File: src/rtl/lfsr33_pkg.sv
package lfsr33_pkg;
    localparam int STATE_W = 33;
    localparam int WORD_W  = STATE_W - 1;
    localparam int TAP_HI  = 33;
    localparam int TAP_LO  = 20;
    localparam int ITERS   = 32;

    localparam logic [STATE_W-1:0] RST_VAL  = 33'h0ACE12345;
    localparam logic [STATE_W-1:0] ZERO_SUB = 33'h000000001;

    typedef struct packed {
        logic [STATE_W-1:0] st;
    } gen_reg_t;
endpackage

File: src/rtl/lfsr_unroll.sv
module lfsr_unroll #(
    parameter int W      = 33,
    parameter int TAP_A  = 33,
    parameter int TAP_B  = 20,
    parameter int ITERS  = 32
) (
    input  logic [W-1:0] cur_i,
    output logic [W-1:0] nxt_o
);
    logic [W-1:0] chain [0:ITERS];

    assign chain[0] = cur_i;

    // one feedback stage per iteration, chained combinationally
    for (genvar k = 0; k < ITERS; k++) begin : g_it
        logic fb;
        assign fb           = chain[k][TAP_A-1] ^ chain[k][TAP_B-1];
        assign chain[k+1]   = {chain[k][W-2:0], fb};
    end

    assign nxt_o = chain[ITERS];
endmodule

File: src/rtl/lfsr_seed_sel.sv
module lfsr_seed_sel #(
    parameter int             W        = 33,
    parameter logic [W-1:0]   ZERO_SUB = 1
) (
    input  logic [W-1:0] raw_i,
    output logic [W-1:0] safe_o
);
    // an all-zero state would never leave zero: substitute a fixed value
    assign safe_o = (raw_i == '0) ? ZERO_SUB : raw_i;
endmodule

File: src/rtl/wordlfsr_gen.sv
module wordlfsr_gen
    import lfsr33_pkg::*;
(
    input  logic              clk,
    input  logic              rst_n,
    input  logic              load_en,
    input  logic [WORD_W-1:0] seed_lo,
    input  logic              seed_hi,
    input  logic              adv,
    output logic [WORD_W-1:0] rnd_word,
    output logic              rnd_top
);
    gen_reg_t           reg_d, reg_q;
    logic [STATE_W-1:0] seed_safe;
    logic [STATE_W-1:0] stepped;

    lfsr_seed_sel #(
        .W        (STATE_W),
        .ZERO_SUB (ZERO_SUB)
    ) u_seed (
        .raw_i  ({seed_hi, seed_lo}),
        .safe_o (seed_safe)
    );

    lfsr_unroll #(
        .W     (STATE_W),
        .TAP_A (TAP_HI),
        .TAP_B (TAP_LO),
        .ITERS (ITERS)
    ) u_step (
        .cur_i (reg_q.st),
        .nxt_o (stepped)
    );

    always_comb begin
        reg_d = reg_q;
        if (load_en) begin
            reg_d.st = seed_safe;
        end else if (adv) begin
            reg_d.st = stepped;
        end
    end

    always_ff @(posedge clk or negedge rst_n) begin
        if (!rst_n) begin
            reg_q.st <= RST_VAL;
        end else begin
            reg_q <= reg_d;
        end
    end

    assign rnd_word = reg_q.st[WORD_W-1:0];
    assign rnd_top  = reg_q.st[STATE_W-1];
endmodule

File: config.mk
export PLATFORM = sky130hd
export DESIGN_NAME = wordlfsr_gen
export DESIGN_NICKNAME = d
export VERILOG_FILES = /design/src/rtl/lfsr33_pkg.sv /design/src/rtl/lfsr_unroll.sv /design/src/rtl/lfsr_seed_sel.sv /design/src/rtl/wordlfsr_gen.sv
export SDC_FILE = /design/constraint.sdc
export NUM_CORES = 1
export LEC_CHECK = 0
export ABC_AREA = 1
export BUFFER_PORTS_ARGS = -buffer_cell sky130_fd_sc_hd__buf_2
export CAP_MARGIN = 20
export CORE_MARGIN = 4
export CORE_UTILIZATION = 50
export DETAILED_ROUTE_END_ITERATION = 6
export HOLD_SLACK_MARGIN = 0.03
export PLACE_DENSITY_LB_ADDON = 0.05
export SYNTH_ARGS = -nofsm -noshare
export SYNTH_HDL_FRONTEND = slang
export SYNTH_SLANG_ARGS = --single-unit
File: constraint.sdc
create_clock -name clk -period 1.3 [get_ports clk]
set_clock_uncertainty 0.1 [all_clocks]
set_input_delay 0.13 -clock clk [delete_from_list [all_inputs] [get_ports clk]]
set_output_delay 0.13 -clock clk [all_outputs]
set_load 0.01 [all_outputs]
==> qor_table.md, run 1 <==
| Stage | Item | This run |
|---|---|---|
| place | Port buffer count | 69 |
| synthesis | Cell area after technology mapping | 2072 um2 |
| sta | Final cycle utilization of the critical path | 99.79% |
| synthesis | Synth cell types | 20 |
| critical path | Number of cell instances on the worst register-to-register path | 5 |
| die | Core region area | 4000 um2 |
| power and ir drop | Power per cell area | 1330 nW/um2 |
| power and ir drop | Post-route total power | 4007 uW |
| sta | Number of pins with negative max-slew slack in the final report | 0 |
| die | Total I/O pin count | 70 |
| synthesis | Synthesized net count | 318 |
| clock tree | Root Driver | sky130_fd_sc_hd__clkbuf_8 |
| routing | Total number of vias | 2264 |
| cells and area | Register bank with the most flops | reg_q |
| sta | Number of setup violations in the final report | 0 |
| clock tree | Clock network latency to the later pin of the worst-skew pair | 0.28 ns |
| clock tree | Clock tree from TritonCTS | yes |
| sta | Number of hold violations in the final report | 0 |
| die | Die height | 72.38 um |
| critical path | Total buffers and inverters traversed by the critical path | 2 |
| power and ir drop | Leakage | 0.001524 uW |
| routing | Drt pass-1 iters | 5 |
| worst hold path | Hold Crit Depth | 3 |
| sta | Final worst hold slack | 0.02853 ns |
| clock tree | Worst-case clock buffer depth | 2 |
| sta | Slew margin rel. | 74.96% |
| sta | Final worst setup slack | 0.002705 ns |
| global routing | Largest net degree at the start of global routing | 27 |
| power and ir drop | Sequential group share of total power | 39.9% |
| clock tree | Clock-pin slew on the worst setup and hold paths | 0.07 ns |
| synthesis | Post-Syn Area per Cell | 7.374 um2 |
| synthesis | Number of warnings printed during yosys synthesis | 0 |
| place | Dpl ws | 0.07958 ns |
| critical path | Critical path start-end classification | flip-flop to output pin |
| cells and area | Fraction of layout instances using a drive strength above 1 | 30.79% |
| critical path | Crit path arrival time | 1.07 ns |
| power and ir drop | Clock Power Share | 21.2% |
| place | Gp weighted congestion | 0.8265 |
| die | Die Footprint | 5238 um2 |
| critical path | Chain of cells forming the critical path | buf_4 -> buf_6 |
| cells and area | Layout Nets | 416 |
| sta | Setup repair after global routing missed its margin | true |
| clock tree | Number of sinks driven by the clock tree | 33 |
| critical path | Slowest cell delay on critical path | 0.54 ns |
| die | Starting density of the core | 51.80% |
| routing | Number of vias per cell | 5.265 |
| critical path | Sort of element at the end of the critical path | output pin |
| cells and area | Top Registers | reg_q: 33 flops |
| die | Core Rows | 23 |
| clock tree | Maximum level of the CTS H-tree | 2 |
| power and ir drop | Logic gate share of total power | 38.9% |
| critical path | Depth of the critical timing path with buffers and inverters included | 2 |
| global routing | Global-route wire length before repair | 10.70 mm |
| routing | Sum of routed wire length over all layers | 6.356 mm |
| routing | DRC violation count after routing | 0 |
| power and ir drop | Switching pwr | 1459 uW |
| cells and area | Leading cell types in the layout, fill and taps excluded | 76 x sky130_fd_sc_hd__nand2_1, 55 x sky130_fd_sc_hd__buf_2, 42 x sky130_fd_sc_hd__nor2_1 |
| synthesis | Post-synthesis sequential element count | 33 |
| critical path | Crit start category | flip-flop |
| run | # Max-Cap Violations | 0 |
| power and ir drop | Power Internal | 2547 uW |
| global routing | Total GRT Usage | 26.21% |
| cells and area | Commonest non-fill, non-tap cell in the layout | sky130_fd_sc_hd__nand2_1 |
| outcome | Run status | finished, final reports clean |
| critical path | Slowest library cell on the worst path | sky130_fd_sc_hd__dfstp_2 |
| die | Die X | 72.38 um |
| sta | Highest clock rate | 0.7708 GHz |
| sta | Final total negative setup slack | 0 ns |
| clock tree | CTS Buf Count | 5 |
| critical path | Top Family by Delay on Critical Path | flip-flops |
| synthesis | Fraction of the yosys area taken by sequential cells | 40.70% |
| global routing | Total congestion overflow | 0 |
| routing | Starting DRT DRC Count | 192 |
| global routing | Vias in the first global route | 2273 |
| cells and area | Number of flip-flops under the largest register name | 33 |
| routing | Wire length per cell after detailed routing | 14.78 um |
| sta | Transition at the pin with the smallest max-transition slack | 0.3756 ns |
| cells and area | Area growth, synth to finish | 45.35% |
| cells and area | Final Core Density | 75.29% |
| critical path | Worst-path maximum fanout | 4 |
| global routing | Initial antenna violation count | 0 |
| power and ir drop | Worst vdd ir | 817.0 uV |
| place | Post-DP HPWL | 4.453 mm |
| cells and area | Number of inserted diodes | 0 |
| sta | Time the worst path needs with I/O delays and setup | 1.297 ns |
| synthesis | Instance count of the mapped netlist | 281 |
| worst hold path | Classification of the worst-slack hold path | input pin to flip-flop |
| critical path | Data required time at the worst endpoint | 1.07 ns |
| power and ir drop | Switching Fraction | 36.42% |
| routing | Count of nets left with antenna violations after detail routing | 0 |
-- per-stage QoR --
step                instances  area, um2
global placement          399       2505
global route              430       3012
floorplan                 281       2072
finish                    430       3012
CTS                       439       2937
detailed placement        399       2505
-- worst register-to-register path: stages (launching register included) --
cell and delay [ns]:
sky130_fd_sc_hd__dfstp_2 0.54, sky130_fd_sc_hd__buf_6 0.11, sky130_fd_sc_hd__xnor2_2 0.13, sky130_fd_sc_hd__o21ai_2 0.10, sky130_fd_sc_hd__a21oi_2 0.13, sky130_fd_sc_hd__a21oi_2 0.04
-- power groups by stage --
| stage | Combinational [uW] | Clock [uW] | Sequential [uW] |
|---|---|---|---|
| final | 1560 | 848 | 1600 |
| after CTS | 1420 | 882 | 1560 |
| after floorplan | 714 | 0 | 1640 |
| after global routing | 1740 | 907 | 1640 |
| after global placement | 1290 | 0 | 1570 |
| after detailed placement | 1310 | 0 | 1580 |
-- area by class of cell --
cell class	count	area, um2
Inverter	28	110.1
Sequential cell	33	844.6
Multi-Input combinational cell	207	1097
Clock inverter	1	5.005
Fill cell	303	988.4
Timing Repair Buffer	104	795.8
Tap cell	50	62.56
Clock buffer	7	96.34
-- synth_stat cells --
| library cell | instances | area, um2 |
|---|---|---|
| sky130_fd_sc_hd__a21o_1 | 6 | 45.04 |
| sky130_fd_sc_hd__a21oi_1 | 6 | 30.03 |
| sky130_fd_sc_hd__a31oi_1 | 30 | 187.7 |
| sky130_fd_sc_hd__buf_2 | 5 | 25.02 |
| sky130_fd_sc_hd__buf_6 | 8 | 90.09 |
| sky130_fd_sc_hd__dfrtp_1 | 19 | 475.5 |
| sky130_fd_sc_hd__dfstp_2 | 14 | 367.9 |
| sky130_fd_sc_hd__inv_1 | 26 | 97.59 |
| sky130_fd_sc_hd__inv_4 | 2 | 12.51 |
| sky130_fd_sc_hd__nand2_1 | 76 | 285.3 |
| sky130_fd_sc_hd__nand3_1 | 13 | 65.06 |
| sky130_fd_sc_hd__nor2_1 | 48 | 180.2 |
| sky130_fd_sc_hd__nor2_8 | 1 | 20.02 |
| sky130_fd_sc_hd__nor3_1 | 1 | 5.000 |
| sky130_fd_sc_hd__o21ai_0 | 9 | 45.04 |
| sky130_fd_sc_hd__o21bai_1 | 1 | 7.510 |
| sky130_fd_sc_hd__o22ai_1 | 1 | 6.260 |
| sky130_fd_sc_hd__or2_0 | 2 | 12.51 |
| sky130_fd_sc_hd__xnor2_1 | 12 | 105.1 |
| sky130_fd_sc_hd__xor2_1 | 1 | 8.760 |
-- path summary, 6_finish.rpt --
path | startpoint | to | slack, ns
setup / recovery | reg_q[8] | rnd_word[8] | 0.003
hold / removal | seed_lo[20] | reg_q[20] | 0.03
setup reg to reg | reg_q[8] | reg_q[20] | 0.03
hold reg to reg | reg_q[0] | reg_q[0] | 0.40
max in group asynchronous | rst_n | reg_q[21] | 0.40
min in group asynchronous | rst_n | reg_q[30] | 0.19
-- metal layers --
layer  vias to the layer above  global-route usage (%)  part of all wire (%)
met4                         0                   6.557                   1.3
li1                       1100                       -                     -
met2                       100                   44.59                    49
met3                        11                   4.709                   7.3
met5                         -                       0                     0
met1                      1053                   34.56                    42
-- cells by family (layout without fill, tap and decap cells) --
family / count (synthesis) / in the layout / share of synthesized area [%]
AND/OR/NAND/NOR: 141 / 141 / 27.41
buffers and inverters: 41 / 140 / 10.87
XOR/XNOR: 13 / 13 / 5.495
AO/OA/AOI/OAI: 53 / 53 / 15.52
flip-flops: 33 / 33 / 40.70
-- repair_timing --
item                       4_1_cts  5_1_grt
hold buffers                    31        0
hold endpoints to repair        54        0
setup endpoints to repair        2       11
buffers inserted                 1        3
gates resized for setup          2       26
pin swaps                        0       15
No activity file was read; power rests on OpenSTA's default activity.
==> run 2, diff against run 1 <==
CORE_MARGIN = 2   (was 4)
==> run 2 against run 1 <==
Combinational power fell by 4%. Clock power rose by 2.7%. Fmax rose by 1.2%. Core utilization fell by 0.84 points. Sequential share of layout area rose by 0.32 points. Clock-buffer cell count did not move. Global-route usage rose by 2.1 points. Sequential power barely moved. Setup slack improved by 0.016 ns. Register-to-register slack barely moved.
==> qor_table.md, run 2 (synthesis gave the netlist of run 1 again) <==
| Stage | Item | This run |
|---|---|---|
| global routing | Total GRT Usage | 28.29% |
| sta | Slew margin rel. | 75.48% |
| cells and area | Area growth, synth to finish | 43.72% |
| critical path | Chain of cells forming the critical path | buf_2 |
| critical path | Crit path arrival time | 1.05 ns |
| worst hold path | Classification of the worst-slack hold path | input pin to flip-flop |
| die | Die height | 68.38 um |
| critical path | Worst-path maximum fanout | 4 |
| cells and area | Final Core Density | 74.44% |
| clock tree | Clock network latency to the later pin of the worst-skew pair | 0.29 ns |
| sta | Number of setup violations in the final report | 0 |
| sta | Transition at the pin with the smallest max-transition slack | 0.3678 ns |
| sta | Time the worst path needs with I/O delays and setup | 1.282 ns |
| clock tree | Root Driver | sky130_fd_sc_hd__clkbuf_8 |
| global routing | Initial antenna violation count | 0 |
| place | Gp weighted congestion | 0.8379 |
| power and ir drop | Post-route total power | 3955 uW |
| place | Port buffer count | 69 |
| global routing | Largest net degree at the start of global routing | 31 |
| routing | Total number of vias | 2241 |
| sta | Final cycle utilization of the critical path | 98.58% |
| cells and area | Number of flip-flops under the largest register name | 33 |
| cells and area | Number of inserted diodes | 0 |
| power and ir drop | Power Internal | 2508 uW |
| power and ir drop | Power per cell area | 1328 nW/um2 |
| power and ir drop | Sequential group share of total power | 40.1% |
| routing | Sum of routed wire length over all layers | 6.108 mm |
| die | Core Rows | 23 |
| cells and area | Commonest non-fill, non-tap cell in the layout | sky130_fd_sc_hd__nand2_1 |
| clock tree | Number of sinks driven by the clock tree | 33 |
| cells and area | Leading cell types in the layout, fill and taps excluded | 76 x sky130_fd_sc_hd__nand2_1, 53 x sky130_fd_sc_hd__buf_2, 40 x sky130_fd_sc_hd__nor2_1 |
| critical path | Total buffers and inverters traversed by the critical path | 1 |
| sta | Number of pins with negative max-slew slack in the final report | 0 |
| cells and area | Top Registers | reg_q: 33 flops |
| cells and area | Final-layout fill cell count | 328 |
| die | Die X | 68.38 um |
| global routing | Total congestion overflow | 0 |
| critical path | Data required time at the worst endpoint | 1.07 ns |
| power and ir drop | Logic gate share of total power | 37.9% |
| sta | Final worst hold slack | 0.02927 ns |
| routing | Wire length per cell after detailed routing | 14.37 um |
| routing | Number of vias per cell | 5.273 |
| power and ir drop | Worst vdd ir | 834.7 uV |
| clock tree | Clock tree from TritonCTS | yes |
| critical path | Sort of element at the end of the critical path | output pin |
| run | # Max-Cap Violations | 0 |
| critical path | Slowest cell delay on critical path | 0.60 ns |
| die | Die Footprint | 4675 um2 |
| die | Starting density of the core | 51.80% |
| routing | Drt pass-1 iters | 5 |
| clock tree | Clock-pin slew on the worst setup and hold paths | 0.07 ns |
| place | Post-DP HPWL | 4.226 mm |
| cells and area | Total non-filler cell area in the finished layout | 2978 um2 |
| die | Core region area | 4000 um2 |
| power and ir drop | Clock Power Share | 22.0% |
| critical path | Top Family by Delay on Critical Path | flip-flops |
| routing | Starting DRT DRC Count | 201 |
| outcome | Run status | finished, final reports clean |
| die | Total I/O pin count | 70 |
| routing | Count of nets left with antenna violations after detail routing | 0 |
| place | Placed Instance Area | 2490 um2 |
| routing | DRC violation count after routing | 0 |
| sta | Highest clock rate | 0.7803 GHz |
| power and ir drop | Switching Fraction | 36.59% |
| clock tree | Worst-case clock buffer depth | 2 |
| clock tree | CTS Buf Count | 5 |
| critical path | Slowest library cell on the worst path | sky130_fd_sc_hd__dfstp_2 |
| sta | Number of hold violations in the final report | 0 |
| power and ir drop | Switching pwr | 1447 uW |
| cells and area | Layout Nets | 411 |
| clock tree | Maximum level of the CTS H-tree | 2 |
| critical path | Crit start category | flip-flop |
| global routing | Global-route wire length before repair | 9.611 mm |
| cells and area | Register bank with the most flops | reg_q |
| critical path | Critical path start-end classification | flip-flop to output pin |
| sta | Setup repair after global routing missed its margin | true |
| global routing | Vias in the first global route | 2064 |
| power and ir drop | Leakage | 0.001544 uW |
| cells and area | Fraction of layout instances using a drive strength above 1 | 29.60% |
## run 2: final timing paths
path	from	end	slack (ns)	cells after the start
worst max-delay path	reg_q[21]	rnd_word[21]	0.02	1
worst min-delay path	seed_lo[24]	reg_q[24]	0.03	3
worst max register to register	reg_q[8]	reg_q[20]	0.02	5
worst min register to register	reg_q[0]	reg_q[0]	0.39	2
max in group asynchronous	rst_n	reg_q[21]	0.41	3
min in group asynchronous	rst_n	reg_q[17]	0.18	2
## run 2: power groups by stage
stage                     Combinational, uW  Clock [uW]  Sequential, uW
after floorplan                         714           0            1640
after global placement                 1270           0            1570
after detailed placement               1290           0            1580
after CTS                              1400         880            1560
after global routing                   1670         946            1620
final                                  1500         871            1590
## run 2: repair_timing
| item | CTS | global route |
|---|---|---|
| setup endpoints to repair | 2 | 14 |
| buffers inserted | 1 | 2 |
| endpoints found under the hold margin | 54 | 0 |
| pin swaps | 0 | 20 |
| hold buffers | 30 | 0 |
| gates resized for setup | 2 | 33 |
## run 2: final cells by class
type | instances | area, um2 | area share (%)
inverters | 28 | 110.1 | 3.697
clock inverters | 1 | 5.005 | 0.1681
well taps | 50 | 62.56 | 2.101
repair buffers | 99 | 782.0 | 26.26
clock buffers | 7 | 96.34 | 3.235
multi-input cells | 207 | 1077 | 36.18
flip-flops and latches | 33 | 844.6 | 28.36
## run 2: worst reg2reg max path, cell delays in order (launching register included)
cell and delay [ns]:
sky130_fd_sc_hd__dfstp_2 0.55, sky130_fd_sc_hd__buf_6 0.11, sky130_fd_sc_hd__xnor2_2 0.11, sky130_fd_sc_hd__o21ai_1 0.09
sky130_fd_sc_hd__a21oi_1 0.15, sky130_fd_sc_hd__a21oi_1 0.06
## run 2: through the flow
stage          instances  worst slack (ns)  setup TNS (ns)
2_1_floorplan        281            0.1211               0
3_3_place_gp         397           0.09130               0
3_5_place_dp         397           0.08619               0
4_1_cts              436         0.0006378               0
5_1_grt              425          -0.03335         -0.1669
6_report             425           0.01849               0
## run 2: routing by layer
metal	GRT usage, %	vias up	wire length (um)
met5	0	-	0
met4	11.50	0	172
met3	6.908	20	478
met2	46.12	100	2824
met1	35.81	1022	2633
li1	-	1099	-
